===== config.mk =====
export PLATFORM = sky130hd
export DESIGN_NAME = bcd_calendar
export DESIGN_NICKNAME = d
export VERILOG_FILES = /design/src/rtl/bcd_calendar_pkg.sv /design/src/rtl/bcd_calendar_ctrl.sv /design/src/rtl/bcd_calendar_dp.sv /design/src/rtl/bcd_calendar.sv
export SDC_FILE = /design/constraint.sdc
export NUM_CORES = 1
export LEC_CHECK = 0
export ABC_AREA = 1
export CORE_MARGIN = 1
export CORE_UTILIZATION = 38
export CTS_BUF_LIST = sky130_fd_sc_hd__clkbuf_4 sky130_fd_sc_hd__clkbuf_8
export DETAILED_ROUTE_END_ITERATION = 7
export DONT_BUFFER_PORTS = 1
export GPL_TIMING_DRIVEN = 0
export PLACE_DENSITY = 0.52
export SKIP_LAST_GASP = 1
export SYNTH_ARGS = -nofsm -noshare
export SYNTH_HDL_FRONTEND = slang
export SYNTH_SLANG_ARGS = --single-unit

===== constraint.sdc =====
create_clock -name clk -period 3.6 [get_ports clk]
set_input_delay 0.18 -clock clk [delete_from_list [all_inputs] [get_ports clk]]
set_output_delay 0.18 -clock clk [all_outputs]
set_load 0.005 [all_outputs]

===== src/rtl/bcd_calendar_pkg.sv =====
package bcd_calendar_pkg;

  localparam logic [2:0] SEL_SEC  = 3'd0;
  localparam logic [2:0] SEL_MIN  = 3'd1;
  localparam logic [2:0] SEL_HOUR = 3'd2;
  localparam logic [2:0] SEL_WDAY = 3'd3;
  localparam logic [2:0] SEL_MDAY = 3'd4;
  localparam logic [2:0] SEL_MON  = 3'd5;
  localparam logic [2:0] SEL_YEAR = 3'd6;

  localparam logic [7:0]  INIT_MDAY = 8'h01;
  localparam logic [7:0]  INIT_MON  = 8'h01;
  localparam logic [11:0] INIT_YEAR = 12'h100;

  // Strobes from control to datapath
  typedef struct packed {
    logic       advance;
    logic       load;
    logic [2:0] sel;
  } stepT;

  // Two-digit BCD increment with digit carry
  function automatic logic [7:0] bcd2Inc(input logic [7:0] v);
    if (v[3:0] >= 4'd9) bcd2Inc = {v[7:4] + 4'd1, 4'd0};
    else                bcd2Inc = {v[7:4], v[3:0] + 4'd1};
  endfunction

  // Three-digit BCD increment, 999 wraps to 000
  function automatic logic [11:0] bcd3Inc(input logic [11:0] v);
    if (v == 12'h999)          bcd3Inc = 12'h000;
    else if (v[7:0] == 8'h99)  bcd3Inc = {v[11:8] + 4'd1, 8'h00};
    else                       bcd3Inc = {v[11:8], bcd2Inc(v[7:0])};
  endfunction

  // Leap test on (offset + 1900), worked on BCD digits:
  // 1900 is a multiple of 4, so divisibility by 4 rests on 2*tens + ones;
  // a century is a multiple of 400 when the hundreds digit mod 4 is 1.
  function automatic logic leapYear(input logic [9:0] y);
    logic [4:0] low;
    low = {y[7:4], 1'b0} + {1'b0, y[3:0]};
    leapYear = (low[1:0] == 2'b00) && ((y[7:0] != 8'h00) || (y[9:8] == 2'b01));
  endfunction

  function automatic logic [7:0] monthDays(input logic [7:0] mon, input logic leap);
    case (mon)
      8'h02:                      monthDays = leap ? 8'h29 : 8'h28;
      8'h04, 8'h06, 8'h09, 8'h11: monthDays = 8'h30;
      default:                    monthDays = 8'h31;
    endcase
  endfunction

endpackage


===== src/rtl/bcd_calendar_ctrl.sv =====
module bcd_calendar_ctrl
  import bcd_calendar_pkg::*;
#(
  parameter int TICKS_PER_SEC = 32768
) (
  input  logic       clk,
  input  logic       rstN,
  input  logic       refTick,
  input  logic       rtcEn,
  input  logic       wrEn,
  input  logic [2:0] wrSel,
  output stepT       step,
  output logic       secPulse
);

  localparam int CW = (TICKS_PER_SEC > 2) ? $clog2(TICKS_PER_SEC) : 1;
  localparam logic [CW-1:0] LAST = CW'(TICKS_PER_SEC - 1);

  logic [CW-1:0] tickCnt;
  logic          enPrev;
  logic          enRise;
  logic          advance;

  assign enRise  = rtcEn && !enPrev;
  assign advance = rtcEn && enPrev && refTick && (tickCnt == LAST);

  always_comb begin
    step.advance = advance;
    step.load    = wrEn && rtcEn;
    step.sel     = wrSel;
  end

  always_ff @(posedge clk) begin
    if (!rstN) begin
      tickCnt  <= '0;
      enPrev   <= 1'b0;
      secPulse <= 1'b0;
    end else begin
      enPrev   <= rtcEn;
      secPulse <= advance;
      if (enRise)                tickCnt <= '0;
      else if (rtcEn && refTick) tickCnt <= (tickCnt == LAST) ? '0 : tickCnt + 1'b1;
    end
  end

endmodule


===== src/rtl/bcd_calendar_dp.sv =====
module bcd_calendar_dp
  import bcd_calendar_pkg::*;
(
  input  logic        clk,
  input  logic        rstN,
  input  stepT        step,
  input  logic [11:0] wrData,
  output logic [7:0]  secBcd,
  output logic [7:0]  minBcd,
  output logic [7:0]  hourBcd,
  output logic [7:0]  wdayBcd,
  output logic [7:0]  mdayBcd,
  output logic [7:0]  monBcd,
  output logic [11:0] yearBcd
);

  logic minStep, hourStep, dayStep, monStep, yearStep;
  logic [7:0] dayLimit;

  assign dayLimit = monthDays(monBcd, leapYear(yearBcd[9:0]));

  // Carry chain from values held before the edge
  always_comb begin
    minStep  = step.advance && (secBcd  >= 8'h59);
    hourStep = minStep      && (minBcd  >= 8'h59);
    dayStep  = hourStep     && (hourBcd >= 8'h23);
    monStep  = dayStep      && (mdayBcd >= dayLimit);
    yearStep = monStep      && (monBcd  >= 8'h12);
  end

  function automatic logic wrHit(input stepT s, input logic [2:0] code);
    wrHit = s.load && (s.sel == code);
  endfunction

  always_ff @(posedge clk) begin
    if (!rstN) begin
      secBcd  <= 8'h00;
      minBcd  <= 8'h00;
      hourBcd <= 8'h00;
      wdayBcd <= 8'h00;
      mdayBcd <= INIT_MDAY;
      monBcd  <= INIT_MON;
      yearBcd <= INIT_YEAR;
    end else begin
      if (wrHit(step, SEL_SEC))  secBcd <= wrData[7:0];
      else if (step.advance)     secBcd <= minStep ? 8'h00 : bcd2Inc(secBcd);

      if (wrHit(step, SEL_MIN))  minBcd <= wrData[7:0];
      else if (minStep)          minBcd <= hourStep ? 8'h00 : bcd2Inc(minBcd);

      if (wrHit(step, SEL_HOUR)) hourBcd <= wrData[7:0];
      else if (hourStep)         hourBcd <= dayStep ? 8'h00 : bcd2Inc(hourBcd);

      if (wrHit(step, SEL_WDAY)) wdayBcd <= wrData[7:0];
      else if (dayStep)          wdayBcd <= (wdayBcd >= 8'h06) ? 8'h00 : wdayBcd + 8'h01;

      if (wrHit(step, SEL_MDAY)) mdayBcd <= wrData[7:0];
      else if (dayStep)          mdayBcd <= monStep ? 8'h01 : bcd2Inc(mdayBcd);

      if (wrHit(step, SEL_MON))  monBcd <= wrData[7:0];
      else if (monStep)          monBcd <= yearStep ? 8'h01 : bcd2Inc(monBcd);

      if (wrHit(step, SEL_YEAR)) yearBcd <= wrData;
      else if (yearStep)         yearBcd <= bcd3Inc(yearBcd);
    end
  end

endmodule


===== src/rtl/bcd_calendar.sv =====
module bcd_calendar
  import bcd_calendar_pkg::*;
#(
  parameter int TICKS_PER_SEC = 32768
) (
  input  logic        clk,
  input  logic        rstN,
  input  logic        refTick,
  input  logic        rtcEn,
  input  logic        wrEn,
  input  logic [2:0]  wrSel,
  input  logic [11:0] wrData,
  output logic [7:0]  secBcd,
  output logic [7:0]  minBcd,
  output logic [7:0]  hourBcd,
  output logic [7:0]  wdayBcd,
  output logic [7:0]  mdayBcd,
  output logic [7:0]  monBcd,
  output logic [11:0] yearBcd,
  output logic        secPulse
);

  stepT step;

  bcd_calendar_ctrl #(.TICKS_PER_SEC(TICKS_PER_SEC)) ctrl_i (
    .clk(clk), .rstN(rstN), .refTick(refTick), .rtcEn(rtcEn),
    .wrEn(wrEn), .wrSel(wrSel), .step(step), .secPulse(secPulse)
  );

  bcd_calendar_dp dp_i (
    .clk(clk), .rstN(rstN), .step(step), .wrData(wrData),
    .secBcd(secBcd), .minBcd(minBcd), .hourBcd(hourBcd), .wdayBcd(wdayBcd),
    .mdayBcd(mdayBcd), .monBcd(monBcd), .yearBcd(yearBcd)
  );

endmodule


==> impl_metrics.env <==
export IMPL_status="finished, final reports clean"
export IMPL_finalHoldViolations=0
export IMPL_cts_resized=0
export IMPL_h_tree_depth=3
export IMPL_dieArea_sq_um=13600
export IMPL_endpoint_kind="register"
export IMPL_finClkSkew_ps=15.7
export IMPL_nets=808
export IMPL_track_usage=0.221
export IMPL_rsz0062_at_grt="false"
export IMPL_pin_count=81
export IMPL_min_period_over_period=0.816
export IMPL_powerDensity_nw_per_um2=319
export IMPL_cts_tree="built"
export IMPL_placedInstanceArea_sq_um=5200
export IMPL_worstPathCellList="inv_1, ha_1, inv_1, nor3_1, inv_1, nand2_1, nand2_1, ha_1, inv_1, nor2_1, o21ai_0, nand2_1, nand4_1, nand3_4, nand2_4, buf_6, nand2_1, nand2_1, nand3_1"
export IMPL_crit_top_cell="nand2_1"
export IMPL_hp_class="input pin to register"
export IMPL_syn_inst=728
export IMPL_clk_transition_reported_paths_ps=90
export IMPL_async_flop_share=0
export IMPL_die_h_um=116
export IMPL_first_pass_iters=4
export IMPL_cts_hold_buf=8
export IMPL_clk_latency_ps=380
export IMPL_synth_area_top_cells="dfxtp_1 (31%), nand2_1 (11%), ha_1 (10%)"
export IMPL_cap_viol_max_count=0
export IMPL_initial_core_util=0.392
export IMPL_relSlewSlack=0.554
export IMPL_postCtsSetupRepairBufs=0
export IMPL_drcViolationCount=0
export IMPL_antenna_found_initial=0
export IMPL_root_buffer="clkbuf_8"
export IMPL_antenna_cells=0
export IMPL_yosys_warnings=0
export IMPL_grt_max_degree=13
export IMPL_ir_worst_vdd_mv=0.165
export IMPL_grt_overflow=0
export IMPL_synth_avg_cell_area_sq_um=6.84
export IMPL_yosysSeqAreaShare=0.309
export IMPL_critPathMaxStageDelay_ps=430
export IMPL_ys_types=42
export IMPL_fmax_ghz=0.341
export IMPL_worst_path_buf_inv=5
export IMPL_worstPathRequired_ps=3830
export IMPL_rows=41
export IMPL_wire_per_inst_um=15.1
export IMPL_path_max_fanout=10
export IMPL_start_kind="register"
export IMPL_syn_nets=789
export IMPL_core_area_sq_um=12700
export IMPL_ctsLongestPathBuffers=2
export IMPL_finalMaxSlewViolations=0
export IMPL_ys_ff_latch=77
export IMPL_totalWireLength_um=14000
export IMPL_ys_flop_type="dfxtp_1"
export IMPL_cp_arrival_ps=3170
export IMPL_drtIter0Drc=327
export IMPL_syn_area_sq_um=4980
export IMPL_hold_ws_ps=14.4
export IMPL_die_w_um=116
export IMPL_ant_nets=0
export IMPL_first_global_vias=4492
export IMPL_routed_via_density=4.98
export IMPL_drive_gt1_frac=0.0666
export IMPL_design_area_sq_um=5510
export IMPL_io_buffers=0
export IMPL_setup_violations=0
export IMPL_cts_buffers=9
export IMPL_gp_congestion=0.839
export IMPL_grt_pass1_wl_um=22600
export IMPL_leakage_nw=2.50
export IMPL_tightest_slew_ps=669
export IMPL_cp_slowest_cell="nor3_1"
export IMPL_area_growth_syn_to_layout_pct=10.6
export IMPL_crit_type="register to register"
export IMPL_fin_crit_ps=2940
export IMPL_synth_largest_area_cell="dfxtp_1"
export IMPL_tns_ps=0
export IMPL_path_delay_family="simple AND/OR/NAND/NOR gates"
export IMPL_synth_enable_flop_cells=0
export IMPL_cts_sinks=77
export IMPL_synth_top_area_frac=0.309
export IMPL_hpwl_um=10500
export IMPL_vias=4593
## cells in the final DEF (no fill, tap or decap), types with 2 or more instances in the layout
| cell | n |
|---|---|
| o21ai_0 | 35 |
| o211ai_1 | 3 |
| nor3_2 | 2 |
| nor2_2 | 5 |
| a21oi_1 | 55 |
| clkbuf_1 | 5 |
| dlygate4sd3_1 | 8 |
| xnor2_1 | 5 |
| nand3_4 | 3 |
| nand2_1 | 141 |
| bufinv_16 | 2 |
| nand3b_1 | 3 |
| ha_1 | 41 |
| nor2_1 | 109 |
| o22ai_1 | 19 |
| nor2_4 | 2 |
| xor2_1 | 17 |
| nor4_1 | 2 |
| clkinv_1 | 2 |
| nand3_1 | 44 |
| nand4_1 | 7 |
| inv_1 | 102 |
| a31oi_1 | 7 |
| inv_2 | 2 |
| nor3_1 | 10 |
| a21oi_2 | 2 |
| o21ai_1 | 4 |
| dfxtp_1 | 77 |
| clkbuf_8 | 13 |
| nand2_2 | 3 |
| o21ai_2 | 2 |
| nand2_4 | 6 |
## layer usage
layer	track usage	routed length [um]
met1	0.262	6180
met2	0.369	6510
met3	0.0638	998
met4	0.101	294
met5	0	0
## sequential cells by signal, summed over array words and instances, names as in the netlist
name,cells
dp_i.minBcd,8
dp_i.secBcd,8
ctrl_i.enPrev,1
ctrl_i.secPulse,1
dp_i.wdayBcd,8
ctrl_i.tickCnt,15
dp_i.monBcd,8
dp_i.mdayBcd,8
dp_i.yearBcd,12
dp_i.hourBcd,8
## where the power goes
part	leakage, nW	internal, mW	switching [mW]
sequential	0.621	0.858	0.00978
clock	0.115	0.444	0.343
combinational	1.76	0.0325	0.0715
## logic make-up after synthesis
group           after synthesis  synth area share
compound gates              129             0.142
xor+xnor                     22            0.0387
fa+ha+maj                    41             0.103
buf+inv                     115            0.0927
flops                        77             0.309
simple gates                344             0.314
## synth_stat cells (3+ instances only)
cell	count
nand4_1	7
nand3_4	3
nand2_1	141
nor2_2	5
a31oi_1	7
nand3_1	44
o211ai_1	3
nand2_2	3
a21oi_1	55
ha_1	41
o21ai_1	4
o21ai_0	35
nand2_4	6
nand3b_1	3
nor3_1	10
o22ai_1	19
nor2_1	109
inv_1	102
dfxtp_1	77
xnor2_1	5
clkbuf_1	5
xor2_1	17
## cell type report
cell class / count / area (sq um)
Sequential cell: 77 / 1540
Buffer: 9 / 63.8
Inverter: 106 / 398
Timing Repair Buffer: 8 / 80.1
Clock buffer: 12 / 165
Multi-Input combinational cell: 536 / 2980
Clock inverter: 3 / 67.6
Tap cell: 172 / 215
Fill cell: 1398 / 7210
## metrics by stage
stage	setup slack, ps	util	power, mW	std cells
5_1_grt	321	0.433	1.83	923
3_3_place_gp	619	0.408	0.980	900
6_report	664	0.433	1.76	923
3_5_place_dp	628	0.408	0.982	900
2_1_floorplan	1120	-	0.953	728
4_1_cts	608	0.433	1.78	923
## worst register-to-register path, cell delays in order (launching register included)
cell	delay, ps
dfxtp_1	380
inv_1	130
ha_1	170
inv_1	60
nor3_1	430
inv_1	140
nand2_1	90
nand2_1	60
ha_1	190
inv_1	50
nor2_1	30
o21ai_0	170
nand2_1	80
nand4_1	180
nand3_4	190
nand2_4	120
buf_6	150
nand2_1	60
nand2_1	60
nand3_1	60
## final timing paths
kind	startpoint	to	slack, ps	cells past startpoint
max	dp_i.monBcd[0]$_SDFFE_PN1P_	dp_i.yearBcd[8]$_SDFFE_PN1P_	660	19
max reg2reg	dp_i.monBcd[0]$_SDFFE_PN1P_	dp_i.yearBcd[8]$_SDFFE_PN1P_	660	19
min reg2reg	ctrl_i.tickCnt[11]$_SDFFE_PP0P_	ctrl_i.tickCnt[11]$_SDFFE_PP0P_	450	2
min	rtcEn	ctrl_i.tickCnt[12]$_SDFFE_PP0P_	10	3
No activity file was read; power rests on OpenSTA's default activity.
